==> src/rtl/spi_dbuf_pkg.sv <==
package spi_dbuf_pkg;
    localparam int unsigned WORD_W = 16;
    localparam int unsigned BYTE_W = 8;
    localparam int unsigned CNT_W  = $clog2(WORD_W);
    localparam int unsigned N_PINS = 3;

    typedef logic [WORD_W-1:0] word_t;
    typedef logic [CNT_W-1:0]  cnt_t;
endpackage

==> src/rtl/spi_dbuf_sync.sv <==
module spi_dbuf_sync #(
    parameter int unsigned       NSIG    = spi_dbuf_pkg::N_PINS,
    parameter logic [NSIG-1:0]   RST_VAL = '0
) (
    input  logic            clk,
    input  logic            rst_n,
    input  logic [NSIG-1:0] async_i,
    output logic [NSIG-1:0] sync_o
);
    typedef struct packed {
        logic [NSIG-1:0] meta;
        logic [NSIG-1:0] stab;
    } sync_st_t;

    sync_st_t st_d, st_q;

    // each pin gets its own two-stage chain
    for (genvar g = 0; g < NSIG; g++) begin : g_chain
        always_comb begin
            st_d.meta[g] = async_i[g];
            st_d.stab[g] = st_q.meta[g];
        end
    end

    always_ff @(posedge clk or negedge rst_n) begin
        if (!rst_n) begin
            st_q.meta <= RST_VAL;
            st_q.stab <= RST_VAL;
        end else begin
            st_q <= st_d;
        end
    end

    assign sync_o = st_q.stab;
endmodule

==> src/rtl/spi_dbuf_shifter.sv <==
module spi_dbuf_shifter
    import spi_dbuf_pkg::*;
#(
    parameter int unsigned DW   = WORD_W,
    parameter int unsigned NW   = BYTE_W,
    parameter int unsigned CW   = $clog2(DW)
) (
    input  logic          clk,
    input  logic          rst_n,
    input  logic          sck_lvl,
    input  logic          mosi_lvl,
    input  logic          cs_act,
    input  logic          wide,
    input  logic          hold_valid,
    input  logic [DW-1:0] hold_word,
    output logic          hold_take,
    output logic          starve,
    output logic          done_o,
    output logic [DW-1:0] word_o,
    output logic          miso_bit,
    output logic [CW-1:0] bit_cnt_o
);
    localparam logic [DW-1:0] NARROW_MASK = {{(DW-NW){1'b0}}, {NW{1'b1}}};
    localparam logic [CW-1:0] LAST_WIDE   = CW'(DW - 1);
    localparam logic [CW-1:0] LAST_NARROW = CW'(NW - 1);

    typedef struct packed {
        logic [DW-1:0] tx_sr;
        logic [DW-1:0] rx_sr;
        logic [CW-1:0] cnt;
        logic          loaded;
        logic          sck_prev;
        logic          done;
        logic [DW-1:0] word;
    } shf_st_t;

    shf_st_t sh_d, sh_q;

    logic [DW-1:0] mask;
    logic [CW-1:0] last_idx;
    logic          rise, fall;
    logic          can_load;

    always_comb begin
        mask     = wide ? '1 : NARROW_MASK;
        last_idx = wide ? LAST_WIDE : LAST_NARROW;
        rise     = sck_lvl & ~sh_q.sck_prev;
        fall     = ~sck_lvl & sh_q.sck_prev;
        can_load = (sh_q.cnt == '0) && !sh_q.loaded && hold_valid;

        sh_d          = sh_q;
        sh_d.sck_prev = sck_lvl;
        sh_d.done     = 1'b0;
        hold_take     = 1'b0;
        starve        = 1'b0;

        if (!cs_act) begin
            // abort: drop partial words
            if (sh_q.cnt != '0) begin
                sh_d.tx_sr  = '0;
                sh_d.loaded = 1'b0;
            end
            sh_d.cnt   = '0;
            sh_d.rx_sr = '0;
            if (can_load) begin
                sh_d.tx_sr  = hold_word & mask;
                sh_d.loaded = 1'b1;
                hold_take   = 1'b1;
            end
        end else if (rise) begin
            if (sh_q.cnt == '0 && !sh_q.loaded) begin
                starve = 1'b1;
            end
            if (sh_q.cnt == last_idx) begin
                sh_d.done  = 1'b1;
                sh_d.word  = {sh_q.rx_sr[DW-2:0], mosi_lvl} & mask;
                sh_d.rx_sr = '0;
                sh_d.cnt   = '0;
                if (hold_valid) begin
                    sh_d.tx_sr  = hold_word & mask;
                    sh_d.loaded = 1'b1;
                    hold_take   = 1'b1;
                end else begin
                    sh_d.tx_sr  = '0;
                    sh_d.loaded = 1'b0;
                end
            end else begin
                sh_d.rx_sr = {sh_q.rx_sr[DW-2:0], mosi_lvl};
                sh_d.cnt   = sh_q.cnt + 1'b1;
            end
        end else if (fall) begin
            if (sh_q.cnt != '0) begin
                sh_d.tx_sr = sh_q.tx_sr << 1;
            end
        end else if (can_load) begin
            sh_d.tx_sr  = hold_word & mask;
            sh_d.loaded = 1'b1;
            hold_take   = 1'b1;
        end
    end

    always_ff @(posedge clk or negedge rst_n) begin
        if (!rst_n) begin
            sh_q <= '0;
        end else begin
            sh_q <= sh_d;
        end
    end

    assign done_o    = sh_q.done;
    assign word_o    = sh_q.word;
    assign miso_bit  = sh_q.tx_sr[wide ? LAST_WIDE : LAST_NARROW];
    assign bit_cnt_o = sh_q.cnt;
endmodule

==> src/rtl/spi_dbuf_hold.sv <==
module spi_dbuf_hold
    import spi_dbuf_pkg::*;
#(
    parameter int unsigned DW = WORD_W
) (
    input  logic          clk,
    input  logic          rst_n,
    input  logic          wr,
    input  logic [DW-1:0] wr_data,
    input  logic          take,
    output logic          tx_valid,
    output logic [DW-1:0] tx_word,
    input  logic          rd,
    input  logic          done,
    input  logic [DW-1:0] done_word,
    output logic          rx_full,
    output logic [DW-1:0] rx_word,
    input  logic          starve,
    input  logic          clr,
    output logic          ovr,
    output logic          udr
);
    typedef struct packed {
        logic [DW-1:0] tx_hold;
        logic          tx_valid;
        logic [DW-1:0] rx_hold;
        logic          rx_full;
        logic          ovr;
        logic          udr;
    } hold_st_t;

    hold_st_t hr_d, hr_q;

    always_comb begin
        hr_d = hr_q;
        if (take) hr_d.tx_valid = 1'b0;
        if (wr) begin
            hr_d.tx_hold  = wr_data;
            hr_d.tx_valid = 1'b1;
        end
        if (clr) begin
            hr_d.ovr = 1'b0;
            hr_d.udr = 1'b0;
        end
        if (rd) hr_d.rx_full = 1'b0;
        if (done) begin
            hr_d.rx_hold = done_word;
            hr_d.rx_full = 1'b1;
            if (hr_q.rx_full && !rd) hr_d.ovr = 1'b1;
        end
        if (starve) hr_d.udr = 1'b1;
    end

    always_ff @(posedge clk or negedge rst_n) begin
        if (!rst_n) begin
            hr_q <= '0;
        end else begin
            hr_q <= hr_d;
        end
    end

    assign tx_valid = hr_q.tx_valid;
    assign tx_word  = hr_q.tx_hold;
    assign rx_full  = hr_q.rx_full;
    assign rx_word  = hr_q.rx_hold;
    assign ovr      = hr_q.ovr;
    assign udr      = hr_q.udr;
endmodule

==> src/rtl/spi_dbuf_slave.sv <==
module spi_dbuf_slave
    import spi_dbuf_pkg::*;
#(
    parameter int unsigned DW = WORD_W,
    parameter int unsigned NW = BYTE_W
) (
    input  logic          clk,
    input  logic          rst_n,
    input  logic          spi_sck_i,
    input  logic          spi_mosi_i,
    input  logic          spi_cs_n_i,
    output logic          spi_miso_o,
    output logic          spi_miso_oe_o,
    input  logic          wide_mode_i,
    input  logic          tx_wr_i,
    input  logic [DW-1:0] tx_data_i,
    input  logic          rx_rd_i,
    output logic [DW-1:0] rx_data_o,
    output logic          rx_full_o,
    output logic          tx_empty_o,
    output logic          req_o,
    output logic          overrun_o,
    output logic          underrun_o,
    input  logic          flag_clr_i
);
    localparam int unsigned CW = $clog2(DW);
    // pin order in the synchroniser: [2]=cs_n, [1]=mosi, [0]=sck
    localparam logic [2:0] PIN_RST = 3'b100;

    logic [2:0]    pins_sync;
    logic          cs_act;
    logic          hold_take, starve, frame_done, miso_bit, tx_valid;
    logic [DW-1:0] tx_word, done_word;
    logic [CW-1:0] bit_cnt;

    spi_dbuf_sync #(.NSIG(3), .RST_VAL(PIN_RST)) u_sync (
        .clk     (clk),
        .rst_n   (rst_n),
        .async_i ({spi_cs_n_i, spi_mosi_i, spi_sck_i}),
        .sync_o  (pins_sync)
    );

    assign cs_act = ~pins_sync[2];

    spi_dbuf_shifter #(.DW(DW), .NW(NW), .CW(CW)) u_shf (
        .clk        (clk),
        .rst_n      (rst_n),
        .sck_lvl    (pins_sync[0]),
        .mosi_lvl   (pins_sync[1]),
        .cs_act     (cs_act),
        .wide       (wide_mode_i),
        .hold_valid (tx_valid),
        .hold_word  (tx_word),
        .hold_take  (hold_take),
        .starve     (starve),
        .done_o     (frame_done),
        .word_o     (done_word),
        .miso_bit   (miso_bit),
        .bit_cnt_o  (bit_cnt)
    );

    spi_dbuf_hold #(.DW(DW)) u_hold (
        .clk       (clk),
        .rst_n     (rst_n),
        .wr        (tx_wr_i),
        .wr_data   (tx_data_i),
        .take      (hold_take),
        .tx_valid  (tx_valid),
        .tx_word   (tx_word),
        .rd        (rx_rd_i),
        .done      (frame_done),
        .done_word (done_word),
        .rx_full   (rx_full_o),
        .rx_word   (rx_data_o),
        .starve    (starve),
        .clr       (flag_clr_i),
        .ovr       (overrun_o),
        .udr       (underrun_o)
    );

    assign spi_miso_oe_o = cs_act;
    assign spi_miso_o    = cs_act & miso_bit;
    assign tx_empty_o    = ~tx_valid;
    assign req_o         = rx_full_o;
endmodule

==> config.mk <==
export PLATFORM = sky130hd
export DESIGN_NAME = spi_dbuf_slave
export DESIGN_NICKNAME = d
export VERILOG_FILES = /design/src/rtl/spi_dbuf_pkg.sv /design/src/rtl/spi_dbuf_sync.sv /design/src/rtl/spi_dbuf_shifter.sv /design/src/rtl/spi_dbuf_hold.sv /design/src/rtl/spi_dbuf_slave.sv
export SDC_FILE = /design/constraint.sdc
export NUM_CORES = 1
export LEC_CHECK = 0
export ABC_AREA = 1
export ABC_CLOCK_PERIOD_IN_PS = 3800
export BUFFER_PORTS_ARGS = -buffer_cell sky130_fd_sc_hd__buf_2
export CORE_UTILIZATION = 55
export CTS_BUF_LIST = sky130_fd_sc_hd__clkbuf_16
export DETAILED_ROUTE_END_ITERATION = 8
export GPL_TIMING_DRIVEN = 0
export PLACE_DENSITY = 0.76
export RECOVER_POWER = 100
export SLEW_MARGIN = 20
export SYNTH_ARGS = -nofsm -noshare
export SYNTH_HDL_FRONTEND = slang
export SYNTH_SLANG_ARGS = --single-unit
export TNS_END_PERCENT = 100
==> constraint.sdc <==
create_clock -name clk -period 3.8 [get_ports clk]
set_input_delay 0.57 -clock clk [delete_from_list [all_inputs] [get_ports clk]]
set_output_delay 0.57 -clock clk [all_outputs]
set_load 0.01 [all_outputs]
[Word level (Yosys, flattened, before mapping)]
Index checks and enable logic that the tools add are counted.
Operators by class
  add/subtract/negate cells: 1
  order comparisons: 1
  equality and inequality tests: 5
  multiplexer cells: 40
  bitwise operators: 9
  reduce and logical (&&, ||, !) cells: 16
Operators by type and width (count)
  two-way mux 16 bit: 9
  two-way mux 17 bit: 3
  two-way mux 20 bit: 2
  two-way mux 37 bit: 1
  bitwise AND 16 bit: 2
  two-way mux 1 bit: 21
  AND reduction 4 bit: 2
  nonzero test 2 bit: 4
  nonzero test 4 bit: 2
  < comparator 4 x 5 -> 1 bit, second input constant: 1
  adder 4 x 1 -> 4 bit, second input constant: 1
  binary-select mux 1 bit (select 4 bit): 1
  equality test 4 bit: 1
  zero test 4 bit: 1
  two-way mux 2 bit: 2
  two-way mux 4 bit: 1
  != test 4 x 3 -> 1 bit, second input constant: 1
  inverter 1 bit: 4
  bitwise AND 1 bit: 3
  logical AND 1 bit: 3
  != test 3 x 1 -> 1 bit, second input constant: 1
  != test 3 x 2 -> 1 bit, second input constant: 1
  != test 3 bit, second input constant: 1
  AND reduction 3 bit: 1
  2 further kinds: 3
Word-level totals
  bits in registers: 96
  input port bits: 25
  output and inout port bits: 23
  logic and storage cells: 87

[Logic depth before layout (Yosys ltp)]
  word-level depth: 9
  depth in mapped cells: 11
  depth with buffers taken out: 10

[Modules after synthesis]
A second synthesis with hierarchy kept.
Second synthesis, totals
  cells, all modules: 598
  area total of the unflattened synthesis: 4835.9 um^2
Modules (own cells, without submodules)
  spi_dbuf_shifter: times used 1, cells each 435, area each 3248.1 um^2, sequential area each 1351.3 um^2
  spi_dbuf_hold: times used 1, cells each 152, area each 1410.1 um^2, sequential area each 900.9 um^2
  spi_dbuf_sync: times used 1, cells each 6, area each 152.6 um^2, sequential area each 152.6 um^2
  spi_dbuf_slave: times used 1, cells each 5, area each 25.0 um^2, sequential area each 0.0 um^2

[Least setup slack after synthesis]
OpenSTA, ideal clock, no wires.
  kind: input to output
  start point: in wide_mode_i
  end point: out spi_miso_o
  data arrival time: 1.139 ns
  data required time: 3.230 ns
  setup slack: 2.091 ns
  stages: 4
  cells stage by stage: buf_4 -> buf_2 -> o21ai_0 -> nor2_1
Between the ends
  cells in the longest elaborated chain, start to end: 4
RTL lines
  from (decl): line spi_dbuf_slave.sv:14  | input logic wide_mode_i,
  two-way mux 4 bit: line spi_dbuf_shifter.sv:112  | assign miso_bit = sh_q.tx_sr[wide ? LAST_WIDE : LAST_NARROW];
  binary-select mux 1 bit (select 4 bit): line spi_dbuf_shifter.sv:112
  two-way mux 1 bit: line spi_dbuf_shifter.sv:112
  bitwise AND 1 bit: line spi_dbuf_slave.sv:82  | assign spi_miso_o = cs_act & miso_bit;
  to (decl): line spi_dbuf_slave.sv:12  | output logic spi_miso_o,
No other way between the ends. The select of a mux whose other input is x is not followed.

[Worst setup path after layout]
  start point: reg u_sync.st_q, in the netlist u_sync.sync_o[2]
  end point: out spi_miso_o
Between the ends
  cells in the longest elaborated chain, start to end: 2
RTL lines
  from (decl): line spi_dbuf_sync.sv:15  | sync_st_t st_d, st_q;
  from (signal assigned): line spi_dbuf_sync.sv:30  | st_q <= st_d;
  inverter 1 bit (no line)
  bitwise AND 1 bit: line spi_dbuf_slave.sv:82
No other way between the ends.

==> flow_metrics.tcl <==
set metrics [dict create \
    run_status "complete, no violations" \
    cp_data_arrival_time_ps 2110 \
    rsz0062_at_grt "false" \
    required_ps 3230 \
    cts_buffers 9 \
    stdcell_area_mm2 0.00495 \
    syn_nets 568 \
    drc 0 \
    numClockSinks 96 \
    cap_viol_max_count 0 \
    core-area_mm2 0.00773 \
    drt_iter0_markers 210 \
    cts-root-buf "clkbuf_16" \
    path_clk_slew_ps 60 \
    finalWeightedCongestion 0.830 \
    pin_count 48 \
    setup_viol 0 \
    grt_usage 0.238 \
    ys_seq_area_frac 0.550 \
    die_w_um 91.2 \
    startpoint_type "flip-flop" \
    fin_crit_ps 2680 \
    holdCritPathClass "input port to flip-flop" \
    period_share 0.704 \
    vdd_ir_drop_max_uv 259 \
    tightest_slew_ps 1080 \
    area_growth_pct 13.2 \
    start_util 0.566 \
    viasPerCell 5.11 \
    numPortBuffers 46 \
    grt_pass1_wl_um 15800 \
    drtAntennaViolNets 0 \
    cts_hold_buf 0 \
    synth_warnings 0 \
    pre_cts_slack_ps 1860 \
    ys_ff_latch 96 \
    syn_inst 538 \
    antenna_cells 0 \
    grt_max_degree 79 \
    slew_violations 0 \
    placed_area_mm2 0.00476 \
    nets 626 \
    wirelength_um 8770 \
    avgSynthCellArea_um2 8.13 \
    layout_common_cells "nand2_1 (220), dfrtp_1 (94), inv_1 (58), o21ai_0 (58), nand3_1 (39)" \
    power_density_mw_per_mm2 466 \
    max-slew-margin-rel 0.277 \
    grt_remaining_overflow 0 \
    cts_setup_buffers 0 \
    die_y_um 91.2 \
    path_class "flip-flop to output pin" \
    final-hold-violation-count 0 \
    drtPass1Iterations 5 \
    clk_latency_ps 340 \
    via_count 3587 \
    cts_tree "yes" \
    worst_clock_skew_ps 7.34 \
    cts_buffer_depth 2 \
    post_cts_resized 0 \
    syn_area_mm2 0.00437 \
    antenna_found_initial 0 \
    rows 32 \
    wire_per_inst_um 12.5 \
    fill_cells 671 \
    max_freq_ghz 0.374 \
    power.total_w 0.00231 \
    yosysUniqueCellTypes 28 \
    grt_pass1_vias 3634 \
    cp_max_fo 10 \
    r2r_cells 9 \
    die_area_mm2 0.00831 \
    holdPathStages 1 \
    hpwl_um 6050 \
    end_kind "output pin" \
    final_common_cell "nand2_1" \
    setup_ws_ps 1120 \
    setup_tns_ps 0 \
    htreeDepth 3 \
    drive_above_1_share 0.0867 \
    leakagePower_nw 2.62 \
]
-- logic make-up after synthesis --
kind of cell / after synthesis / share of synthesized area
compound gates: 79 / 0.0961
xor+xnor: 1 / 0.00200
fa+ha+maj: 5 / 0.0143
buf+inv: 85 / 0.0795
flops: 96 / 0.550
simple gates: 272 / 0.258
-- state kept, by name, indices dropped and copies added (netlist names) --
name,cells
u_shf.sh_q,33
u_hold.rx_word,16
u_hold.tx_word,16
u_shf.word_o,16
u_shf.bit_cnt_o,4
u_sync.st_d,3
u_sync.sync_o,3
u_hold.ovr,1
u_hold.rx_full,1
u_hold.tx_valid,1
u_hold.udr,1
u_shf.done_o,1
-- layer usage --
layer | vias up | track usage | wire [µm]
met2 | 83 | 0.398 | 4250
li1 | 1803 | - | -
met3 | 14 | 0.0360 | 375
met5 | - | 0 | 0
met4 | 0 | 0.101 | 156
met1 | 1687 | 0.311 | 3990
-- area by class of cell --
type                    instances  area (µm²)  share of cell area
flip-flops and latches         96        2400               0.486
clock buffers                   9         225              0.0455
plain buffers                  24         110              0.0222
inverters                      61         229              0.0462
repair buffers                 47         230              0.0465
well taps                     102         128              0.0258
multi-input cells             357        1590               0.321
clock inverters                 6        37.5             0.00758
-- synth_stat cells --
cell type,count,area share
nand2_1,217,0.19
dfrtp_1,94,0.54
inv_1,54,0.046
o21ai_0,52,0.060
nand3_1,39,0.045
o22ai_1,16,0.023
clkbuf_1,9,0.0077
buf_2,8,0.0092
o21ai_1,8,0.0092
nor2_1,6,0.0051
ha_1,5,0.014
inv_2,5,0.0043
buf_1,3,0.0026
buf_4,3,0.0051
nor2_4,3,0.0077
clkinv_1,2,0.0017
dfstp_2,2,0.012
nand2_4,2,0.0051
a211oi_1,1,0.0017
a21oi_1,1,0.0011
buf_6,1,0.0026
nand2_2,1,0.0014
nand3_2,1,0.0023
nand4_2,1,0.0029
nor2_2,1,0.0014
nor3_1,1,0.0011
o211ai_1,1,0.0017
xor2_1,1,0.0020
-- report_power, final --
| group | switching [W] | total [W] | internal [W] |
|---|---|---|---|
| Sequential | 0.0000440 | 0.00114 | 0.00110 |
| Clock | 0.000375 | 0.000812 | 0.000437 |
| Combinational | 0.000239 | 0.000350 | 0.000111 |
-- path summary, 6_finish.rpt --
path | start | end | slack [ps]
setup / recovery | u_sync.sync_o[2] | spi_miso_o | 1120
hold / removal | spi_cs_n_i | u_sync.st_d[2] | 330
setup reg to reg | u_shf.sh_q[17] | u_shf.word_o[3] | 1160
hold reg to reg | u_sync.st_d[2] | u_sync.sync_o[2] | 360
max in group asynchronous | rst_n | u_sync.st_d[2] | 2450
min in group asynchronous | rst_n | u_hold.rx_word[9] | 410
-- critical path: stages (launching register included) --
cell and delay (ps):
dfstp_2 390, inv_2 90, clkbuf_1 390, clkbuf_1 450, o21ai_0 160, nor2_1 140, buf_2 150
-- stage by stage --
step | hold WS, ps | utilization | cells
detailed placement | 347 | 0.617 | 687
finish | 327 | 0.641 | 702
floorplan | 274 | - | 538
CTS | 54.4 | 0.651 | 702
global placement | 332 | 0.612 | 686
global route | 324 | 0.641 | 702
(Power assumes the default switching activity.)
